## src/rtl/mpe_pkg.sv

```systemverilog
package mpe_pkg;
  localparam int PKT_LEN   = 5;
  localparam int BYTE_W    = 8;
  localparam int BTN_W     = 3;
  localparam logic [7:0] START_BASE = 8'h87;
  localparam int SAT_MAX   = 127;

  typedef logic [BYTE_W-1:0] byte_t;
  typedef byte_t [PKT_LEN-1:0] pkt_t;
endpackage

```

## src/rtl/mpe_format.sv

```systemverilog
module mpe_format
  import mpe_pkg::*;
#(
  parameter int IN_W = 16
) (
  input  logic [IN_W-1:0]  dx,
  input  logic [IN_W-1:0]  dy,
  input  logic [BTN_W-1:0] btn,
  output pkt_t             pkt
);
  localparam int EXT_W = IN_W + 1;

  function automatic byte_t clamp8(input logic signed [EXT_W-1:0] v);
    logic signed [EXT_W-1:0] hi;
    logic signed [EXT_W-1:0] lo;
    hi = EXT_W'(SAT_MAX);
    lo = -EXT_W'(SAT_MAX);
    if (v > hi)      clamp8 = byte_t'(SAT_MAX);
    else if (v < lo) clamp8 = byte_t'(-SAT_MAX);
    else             clamp8 = v[BYTE_W-1:0];
  endfunction

  logic signed [EXT_W-1:0] dx_ext;
  logic signed [EXT_W-1:0] dy_neg;

  always_comb begin
    dx_ext = {dx[IN_W-1], dx};
    dy_neg = -{dy[IN_W-1], dy};
  end

  genvar g;
  generate
    for (g = 0; g < PKT_LEN; g++) begin : g_byte
      if (g == 0) begin : g_start
        assign pkt[g] = START_BASE & ~{{(BYTE_W-BTN_W){1'b0}}, btn};
      end else if (g == 1) begin : g_x
        assign pkt[g] = clamp8(dx_ext);
      end else if (g == 2) begin : g_y
        assign pkt[g] = clamp8(dy_neg);
      end else begin : g_pad
        assign pkt[g] = '0;
      end
    end
  endgenerate
endmodule

```

## src/rtl/mpe_emit.sv

```systemverilog
module mpe_emit
  import mpe_pkg::*;
(
  input  logic  clk,
  input  logic  rst,
  input  logic  accept,
  input  pkt_t  pkt_in,
  output logic  busy,
  output logic  push,
  output byte_t push_data
);
  localparam int IDX_W = $clog2(PKT_LEN);

  pkt_t             pkt_q;
  logic [IDX_W-1:0] idx_q;

  always_ff @(posedge clk) begin
    if (rst) begin
      busy  <= 1'b0;
      idx_q <= '0;
      pkt_q <= '0;
    end else if (busy) begin
      if (idx_q == IDX_W'(PKT_LEN - 1)) begin
        busy  <= 1'b0;
        idx_q <= '0;
      end else begin
        idx_q <= idx_q + 1'b1;
      end
    end else if (accept) begin
      busy  <= 1'b1;
      idx_q <= '0;
      pkt_q <= pkt_in;
    end
  end

  assign push      = busy;
  assign push_data = pkt_q[idx_q];
endmodule

```

## src/rtl/mpe_queue.sv

```systemverilog
module mpe_queue
  import mpe_pkg::*;
#(
  parameter int DEPTH = 16
) (
  input  logic  clk,
  input  logic  rst,
  input  logic  push,
  input  byte_t push_data,
  input  logic  pop,
  output byte_t pop_data,
  output logic  avail,
  output logic  room
);
  localparam int AW = (DEPTH > 1) ? $clog2(DEPTH) : 1;
  localparam int CW = $clog2(DEPTH + 1);
  localparam int ROOM_LIMIT = DEPTH - PKT_LEN;

  byte_t          mem [DEPTH];
  logic [AW-1:0]  wptr, rptr;
  logic [CW-1:0]  count;
  logic           do_push, do_pop;

  always_comb begin
    do_pop  = pop && (count != '0);
    do_push = push && (count != CW'(DEPTH));
  end

  always_ff @(posedge clk) begin
    if (do_push) mem[wptr] <= push_data;
  end

  always_ff @(posedge clk) begin
    if (rst) begin
      pop_data <= '0;
    end else if (pop) begin
      pop_data <= do_pop ? mem[rptr] : '0;
    end
  end

  always_ff @(posedge clk) begin
    if (rst) begin
      wptr  <= '0;
      rptr  <= '0;
      count <= '0;
      avail <= 1'b0;
    end else begin
      if (do_push) wptr <= (wptr == AW'(DEPTH - 1)) ? '0 : wptr + 1'b1;
      if (do_pop)  rptr <= (rptr == AW'(DEPTH - 1)) ? '0 : rptr + 1'b1;
      case ({do_push, do_pop})
        2'b10:   begin count <= count + 1'b1; avail <= 1'b1; end
        2'b01:   begin count <= count - 1'b1; avail <= (count != CW'(1)); end
        default: ;
      endcase
    end
  end

  assign room = (count <= CW'(ROOM_LIMIT));
endmodule

```

## src/rtl/mouse_pkt_enc.sv

```systemverilog
module mouse_pkt_enc
  import mpe_pkg::*;
#(
  parameter int IN_W  = 16,
  parameter int DEPTH = 16
) (
  input  logic            clk,
  input  logic            rst,
  input  logic            rpt_valid,
  input  logic [IN_W-1:0] rpt_dx,
  input  logic [IN_W-1:0] rpt_dy,
  input  logic [2:0]      rpt_btn,
  output logic            rpt_ready,
  output logic            enc_busy,
  input  logic            host_pop,
  output logic [7:0]      host_byte,
  output logic            host_avail
);
  pkt_t  pkt_fmt;
  logic  accept, room, push;
  byte_t push_data;

  mpe_format #(.IN_W(IN_W)) u_format (
    .dx (rpt_dx), .dy (rpt_dy), .btn (rpt_btn), .pkt (pkt_fmt)
  );

  assign rpt_ready = !enc_busy && room;
  assign accept    = rpt_valid && rpt_ready;

  mpe_emit u_emit (
    .clk (clk), .rst (rst), .accept (accept), .pkt_in (pkt_fmt),
    .busy (enc_busy), .push (push), .push_data (push_data)
  );

  mpe_queue #(.DEPTH(DEPTH)) u_queue (
    .clk (clk), .rst (rst), .push (push), .push_data (push_data),
    .pop (host_pop), .pop_data (host_byte), .avail (host_avail), .room (room)
  );
endmodule

```

## config.mk

```make
export PLATFORM = sky130hd
export DESIGN_NAME = mouse_pkt_enc
export DESIGN_NICKNAME = d
export VERILOG_FILES = /design/src/rtl/mpe_pkg.sv /design/src/rtl/mpe_format.sv /design/src/rtl/mpe_emit.sv /design/src/rtl/mpe_queue.sv /design/src/rtl/mouse_pkt_enc.sv
export SDC_FILE = /design/constraint.sdc
export NUM_CORES = 1
export LEC_CHECK = 0
export CAP_MARGIN = 20
export CORE_UTILIZATION = 45
export DETAILED_ROUTE_END_ITERATION = 6
export DONT_BUFFER_PORTS = 1
export PLACE_DENSITY = 0.56
export SETUP_SLACK_MARGIN = 0.5
export SLEW_MARGIN = 20
export SYNTH_ARGS = -nofsm -noshare
export SYNTH_HDL_FRONTEND = slang
export SYNTH_SLANG_ARGS = --single-unit
```

## constraint.sdc

```tcl
create_clock -name clk -period 3.5 [get_ports clk]
set_clock_uncertainty 0.2 [all_clocks]
set_input_delay 0.525 -clock clk [delete_from_list [all_inputs] [get_ports clk]]
set_output_delay 0.525 -clock clk [all_outputs]
set_load 0.02 [all_outputs]
```

# Word-level counts from Yosys, hierarchy flattened
# Memories as Yosys holds them, arrays and structs flattened. A register that Yosys moved wholly into a read port is not among the register bits.
# Index checks and enable logic that the tools add are counted.
[word_totals] inputBits=39 out_inout_bits=11 ram_bits=128 mem_count=1 elab_cells=62 regBits=46
[op_classes] n_eq_ne=7 bitwise_logic=2 n_reduce_logical=9 n_addsub=6 n_mux=21 n_lt_le_gt_ge=6
[mem_list] memory="u_queue.mem" words=16 word_bits=8 rd=1 rd_clocked_by_memory_dff=1 write_ports=1 line_no="mpe_queue.sv:19" source="byte_t mem [DEPTH];"
[op_table] cell="$mux 8" count=6
[op_table] cell="$bmux 8 s3" count=1
[op_table] cell="$gt 17x8->1 const B" count=1
[op_table] cell="$lt 17x8->1 const B" count=1
[op_table] cell="$neg 17->17" count=1
[op_table] cell="$gt 16x8->1 const B" count=1
[op_table] cell="$lt 16x8->1 const B" count=1
[op_table] cell="$mux 4" count=4
[op_table] cell="$pmux 5 s2" count=1
[op_table] cell="$mux 3" count=3
[op_table] cell="$add 4x1->4 const B" count=2
[op_table] cell="$eq 4x4->1 const B" count=2
[op_table] cell="$not 3->8" count=1
[op_table] cell="$add 5x1->5 const B" count=1
[op_table] cell="$le 5x4->1 const B" count=1
[op_table] cell="$mux 1" count=5
[op_table] cell="$ne 5x1->1 const B" count=1
[op_table] cell="$ne 5x5->1 const B" count=1
[op_table] cell="$reduce_bool 5->1" count=1
[op_table] cell="$sub 5x1->5 const B" count=1
[op_table] cell="$logic_and 1x1->1" count=4
[op_table] cell="$lt 3x4->1 const B" count=1
[op_table] cell="$reduce_bool 2->1" count=2
[op_table] cell="$add 3x1->3 const B" count=1
[op_table] cell="other kinds (7)" count=7

# Logic depth before layout (Yosys ltp)
[depth] word_depth=5 mapped_depth=10 depth_no_buf=10

# Hierarchy
# From an unflattened synthesis, not the netlist that was laid out.
[hier_totals] cells_unflattened=706 hier_area_um2=9053.7
[modules_own_cells] mod="mpe_queue" cells_each=336 instances=1 seq_area_each_um2=4364.2 area_each_um2=6242.2
[modules_own_cells] mod="mpe_emit" cells_each=235 instances=1 seq_area_each_um2=880.8 area_each_um2=1913.1
[modules_own_cells] mod="mpe_format" cells_each=133 instances=1 seq_area_each_um2=0.0 area_each_um2=883.3
[modules_own_cells] mod="mouse_pkt_enc" cells_each=2 instances=1 seq_area_each_um2=0.0 area_each_um2=15.0

# Worst setup path before layout
# No wires, ideal clock.
[synth_timing] path_kind="input -> register" startpoint="input port rpt_dy[0]" endpoint="register u_emit.pkt_q[19] in the netlist's numbering" arrival_time_ns=2.444 cell_stages=10 t_required_ns=3.221 setup_time_ns=0.079 n_path_buf=2 slack_ns=0.777 path_cell_list="buf_2 -> inv_1 -> ha_1 -> buf_2 -> o21bai_1 -> a311oi_1 -> a21oi_1 -> o41ai_4 -> nand3_1 -> a211oi_2"
[synth_via] elab_chain_cells=4 word_cells_on_any_way=5 cone_classes="add/sub (1); order compare (2); mux (2)"
[synth_lines] element="start: declaration" line_no="mouse_pkt_enc.sv:11" source="input logic [IN_W-1:0] rpt_dy,"
[synth_lines] element="$neg 17->17 (*)" line_no="mpe_format.sv:28" source="dy_neg = -{dy[IN_W-1], dy};"
[synth_lines] element="$lt 17x8->1" line_no="mpe_format.sv:19" source="else if (v < lo) clamp8 = byte_t'(-SAT_MAX);"
[synth_lines] element="$mux 8" line_no="mpe_format.sv:19"
[synth_lines] element="$mux 8 (*)" line_no="mpe_format.sv:18" source="if (v > hi) clamp8 = byte_t'(SAT_MAX);"
[synth_lines] element="end signal: assignment" line_no="mpe_emit.sv:32" source="pkt_q <= pkt_in;"
[synth_lines] element="end: declaration" line_no="mpe_emit.sv:14" source="pkt_t pkt_q;"
# Mark *: on every way between the ends. The rest lies on a longest branch, timed or not.
# A chain may end at the register's enable or synchronous reset.

# Worst setup path in the final report
[layout_timing] startpoint="register u_queue.count[0]" endpoint="output port rpt_ready"
[layout_via] elab_chain_cells=2
[layout_lines] element="start: declaration" line_no="mpe_queue.sv:21" source="logic [CW-1:0] count;"
[layout_lines] element="start signal: assignment" line_no="mpe_queue.sv:52" source="2'b01: begin count <= count - 1'b1; avail <= (count != CW'(1)); end"
[layout_lines] element="$le 5x4->1" line_no="mpe_queue.sv:58" source="assign room = (count <= CW'(ROOM_LIMIT));"
[layout_lines] element="$logic_and 1x1->1" line_no="mouse_pkt_enc.sv:27" source="assign rpt_ready = !enc_busy && room;"
[layout_lines] element="end: declaration" line_no="mouse_pkt_enc.sv:13" source="output logic rpt_ready,"
# No other way between the ends.

==> impl_metrics.csv <==
group,metric,value,unit
synthesis,syn_inst,545,
sta,worst_pin_slew,0.939,ns
sta,number_of_setup_violations_in_the_final_report,0,
floorplanning,die_width,133,µm
final_layout,flow.area_growth_from_synthesis,11.9,%
clocking,clock_sink_count,178,
clocking,worst_skew_pair.late_latency,0.42,ns
global_routing,grt.busiest_layer,"met2",
synthesis,sequential_to_total_area_share_from_yosys_stat,62.6,%
floorplanning,io_pins,50,
final_layout,nFillCells,1402,
setup_path,slowest_library_cell_on_the_worst_path,"sky130_fd_sc_hd__nor3_1",
setup_path,rr_worst_depth,7,
synthesis,avgSynthCellArea,14.2,µm²
synthesis,netlist-cell-type-count,63,
setup_path,critical_path_required,2.77,ns
route,drt.antenna.violating_nets,0,
global_routing,groute.layer.met2.usage,30.6,%
route,drt-total-wl,15.9,mm
global_routing,grt_pass1_vias,4619,
route,detailedRoute.firstPassIterationCount,5,
clocking,post_cts.repair.setup_buffers,0,
route,drt_iter0_drc,272,
clocking,cts_htree_levels,4,
setup_path,worst_path_largest_cell_delay,0.57,ns
setup_path,cp-start-kind,"flip-flop",
final_layout,antenna_cells,0,
clocking,root_buffer,"sky130_fd_sc_hd__clkbuf_16",
synthesis,mappedNetlistArea,0.00774,mm²
clocking,post_cts_resized,0,
clocking,cts.reportedPaths.clkPinSlew,0.06,ns
synthesis,postSynthNetCount,597,
flow_run,maxCapViolCount,0,
status,outcome,"finished, final reports clean",
sta,finalSetupTns,0,ns
synthesis,synth-edff-count,128,
final_layout,sequential_cell_area,0.00485,mm²
place,io_buffers,0,
final_layout,mostFrequentLayoutCell,"sky130_fd_sc_hd__edfxtp_1",
synthesis,cell_types_occupying_the_most_area_after_synthesis,"sky130_fd_sc_hd__edfxtp_1 50%, sky130_fd_sc_hd__dfxtp_1 13%, sky130_fd_sc_hd__mux4_2 12%, sky130_fd_sc_hd__nor2_1 3.3%, sky130_fd_sc_hd__ha_1 2.1%",
pwr,clockPowerShare,33.3,%
floorplanning,die_area,0.0177,mm²
pwr,total_switching_power,1.43,mW
sta,max_clock_freq,359,MHz
final_layout,layout.nets,611,
final_layout,layout_common_cells,"128 x sky130_fd_sc_hd__edfxtp_1, 68 x sky130_fd_sc_hd__nor2_1, 49 x sky130_fd_sc_hd__dfxtp_1, 40 x sky130_fd_sc_hd__mux4_2, 32 x sky130_fd_sc_hd__a21oi_1",
min_path,hold_path.class,"in -> reg",
sta,share_of_the_cycle_needed_by_the_critical_path_after_routing,79.5,%
synthesis,synthesis_warnings,0,
pwr,comb_power_share,17.6,%
clocking,tritoncts.num_buffers,17,
synthesis,synth.top_cell.area_share,49.7,%
pwr,p_int,3.86,mW
floorplanning,std_cell_rows,47,
setup_path,crit_fanout,7,
synthesis,ys_async_rst_share,0,%
final_layout,finish.utilization,51.8,%
clocking,cts-root-to-sink-buffers,2,
floorplanning,core_area,0.0167,mm²
place,gp_congestion,0.783,
sta,unrepaired_setup_endpoints_after_global_routing,"no",
synthesis,dominantRegCellSynth,"sky130_fd_sc_hd__edfxtp_1",
sta,finalHoldViolations,0,
global_routing,grt_first_pass_wirelength,25.2,mm
setup_path,crit_path_cell_trace,"ha_1, and3b_1, o21a_1, nor3_1",
setup_path,critPathTopFamily,"simple AND/OR/NAND/NOR gates",
min_path,min_delay_path_depth,2,
pwr,p_per_area,612,mW/mm²
synthesis,synth.largest_area_cell,"sky130_fd_sc_hd__edfxtp_1",
pwr,power.share.switching,27.0,%
pwr,power.ir.vdd_worst,0.328,mV
clocking,clock_tree_from_tritoncts,"done",
floorplanning,initial_core_util,46.3,%
setup_path,setup.worst_path.end_class,"primary output",
place,dp_hpwl,10.4,mm
global_routing,grt_util_all_layers,19.3,%
route,drt_drc_violations_left,0,
global_routing,grt_overflow,0,
setup_path,worst-path-stages,4,
setup_path,timing.setup.critical_path_class,"reg -> out",
global_routing,grt_antenna_before_repair,0,
route,num_vias,4514,
pwr,power.total,5.29,mW
pwr,power_leakage,2.80,nW
sta,finalWorstPathRequiredPeriod,2.78,ns
synthesis,ffs_latches_synth,178,
floorplanning,floorplan.die.height,133,µm
global_routing,use_met3,4.79,%
sta,report.final.slew_viol_count,0,
sta,worst_slew_margin_rel,37.2,%
final_layout,layout-drive-gt1-share,19.1,%
global_routing,grt_max_degree,47,
route,post_drt_wl_per_cell,20.1,µm
setup_path,path_buf_inv,0,
final_layout,multi_input_logic_area,0.00272,mm²
route,vias_per_cell,5.70,
setup_path,crit_arrival,2.06,ns
pwr,power_frac_seq,49.0,%
global_routing,grt_util_met1,25.9,%
-- metal layers --
layer | part of all wire (%) | vias to the layer above
met3 | 3.5 | 17
met2 | 48 | 93
met5 | 0 | -
li1 | - | 2120
met4 | 1.4 | 0
met1 | 47 | 2284
-- worst paths after layout --
path	start	endpoint	slack, ns
worst max register to register	u_queue.count[0]	u_emit.pkt_q[23]	0.89
worst min register to register	u_emit.pkt_q[10]	u_emit.pkt_q[10]	0.26
worst min-delay path	rpt_dx[15]	u_emit.pkt_q[15]	0.03
worst max-delay path	u_queue.count[0]	rpt_ready	0.72
-- flip-flops by register name, indices dropped and copies added (netlist names), named ones only --
signal	flops
u_emit.busy	1
u_emit.idx_q	3
u_emit.pkt_q	20
u_queue.avail	1
u_queue.count	5
u_queue.mem	128
u_queue.pop_data	8
u_queue.rptr	4
u_queue.wptr	4
-- cells in the mapped netlist, types with 2 or more instances --
master                     number
sky130_fd_sc_hd__o21a_1         2
sky130_fd_sc_hd__nor2b_1       10
sky130_fd_sc_hd__nand3_1        5
sky130_fd_sc_hd__a31oi_1        6
sky130_fd_sc_hd__buf_2          8
sky130_fd_sc_hd__o31ai_1        2
sky130_fd_sc_hd__or3_1          3
sky130_fd_sc_hd__nor2_1        68
sky130_fd_sc_hd__a21oi_1       32
sky130_fd_sc_hd__nor4_1         6
sky130_fd_sc_hd__o21ai_0        4
sky130_fd_sc_hd__nand2_1       31
sky130_fd_sc_hd__clkbuf_1      18
sky130_fd_sc_hd__mux4_2        40
sky130_fd_sc_hd__xnor2_1        9
sky130_fd_sc_hd__a311oi_1       2
sky130_fd_sc_hd__nor4b_1        3
sky130_fd_sc_hd__xor2_1         6
sky130_fd_sc_hd__inv_1         10
sky130_fd_sc_hd__ha_1          13
sky130_fd_sc_hd__edfxtp_1     128
sky130_fd_sc_hd__a22oi_1        4
sky130_fd_sc_hd__mux2i_1        7
sky130_fd_sc_hd__o21ai_1        2
sky130_fd_sc_hd__buf_1          5
sky130_fd_sc_hd__a211oi_1       9
sky130_fd_sc_hd__nor4_2         2
sky130_fd_sc_hd__or4_1          2
sky130_fd_sc_hd__o211ai_1       6
sky130_fd_sc_hd__nor3_1        16
sky130_fd_sc_hd__dfxtp_1       50
sky130_fd_sc_hd__nand4_1        4
sky130_fd_sc_hd__nand2b_1       2
-- worst register-to-register path, cell delays in order, from the launching register on --
cell,delay (ns)
sky130_fd_sc_hd__dfxtp_1,0.46
sky130_fd_sc_hd__ha_1,0.23
sky130_fd_sc_hd__and3b_1,0.18
sky130_fd_sc_hd__o21a_1,0.21
sky130_fd_sc_hd__nor3_1,0.57
sky130_fd_sc_hd__nand2_1,0.42
sky130_fd_sc_hd__nand2_1,0.17
sky130_fd_sc_hd__a21oi_1,0.08
-- metrics by stage --
| stage | setup slack [ns] | hold slack [ns] | instance area (µm²) | cells |
|---|---|---|---|---|
| finish | 0.718 | 0.0282 | 8660 | 792 |
| global route | 0.605 | 0.0195 | 8660 | 792 |
| CTS | 0.679 | 0.00851 | 8660 | 792 |
| detailed placement | 0.640 | 0.247 | 8060 | 756 |
| global placement | 0.746 | 0.234 | 8060 | 756 |
| floorplan | 0.777 | 0.232 | 7740 | 545 |
-- timing repair --
action | CTS | global route
hold buffers | 4 | 0
endpoints found under the setup margin | 0 | 0
endpoints found under the hold margin | 50 | 0
-- power by group through the flow --
stage	Sequential [mW]	Clock, mW	Combinational (mW)
6_report	2.59	1.77	0.934
3_5_place_dp	2.65	0	0.919
2_1_floorplan	2.55	0	0.761
3_3_place_gp	2.64	0	0.899
5_1_grt	2.62	1.88	1.03
4_1_cts	2.60	1.80	0.941
-- cell families after synthesis --
group / synth area share, %
compound gates: 7.81
xor+xnor: 1.70
mux: 12.5
simple gates: 11.0
flops: 62.6
fa+ha+maj: 2.10
buf+inv: 2.26
-- final cells by class --
type	count	share of cell area (%)
well taps	220	3.18
clock buffers	20	5.04
clock inverters	12	1.26
inverters	10	0.434
multi-input cells	325	31.4
repair buffers	27	2.72
flip-flops and latches	178	56.0
No activity file was read; power rests on OpenSTA's default activity.
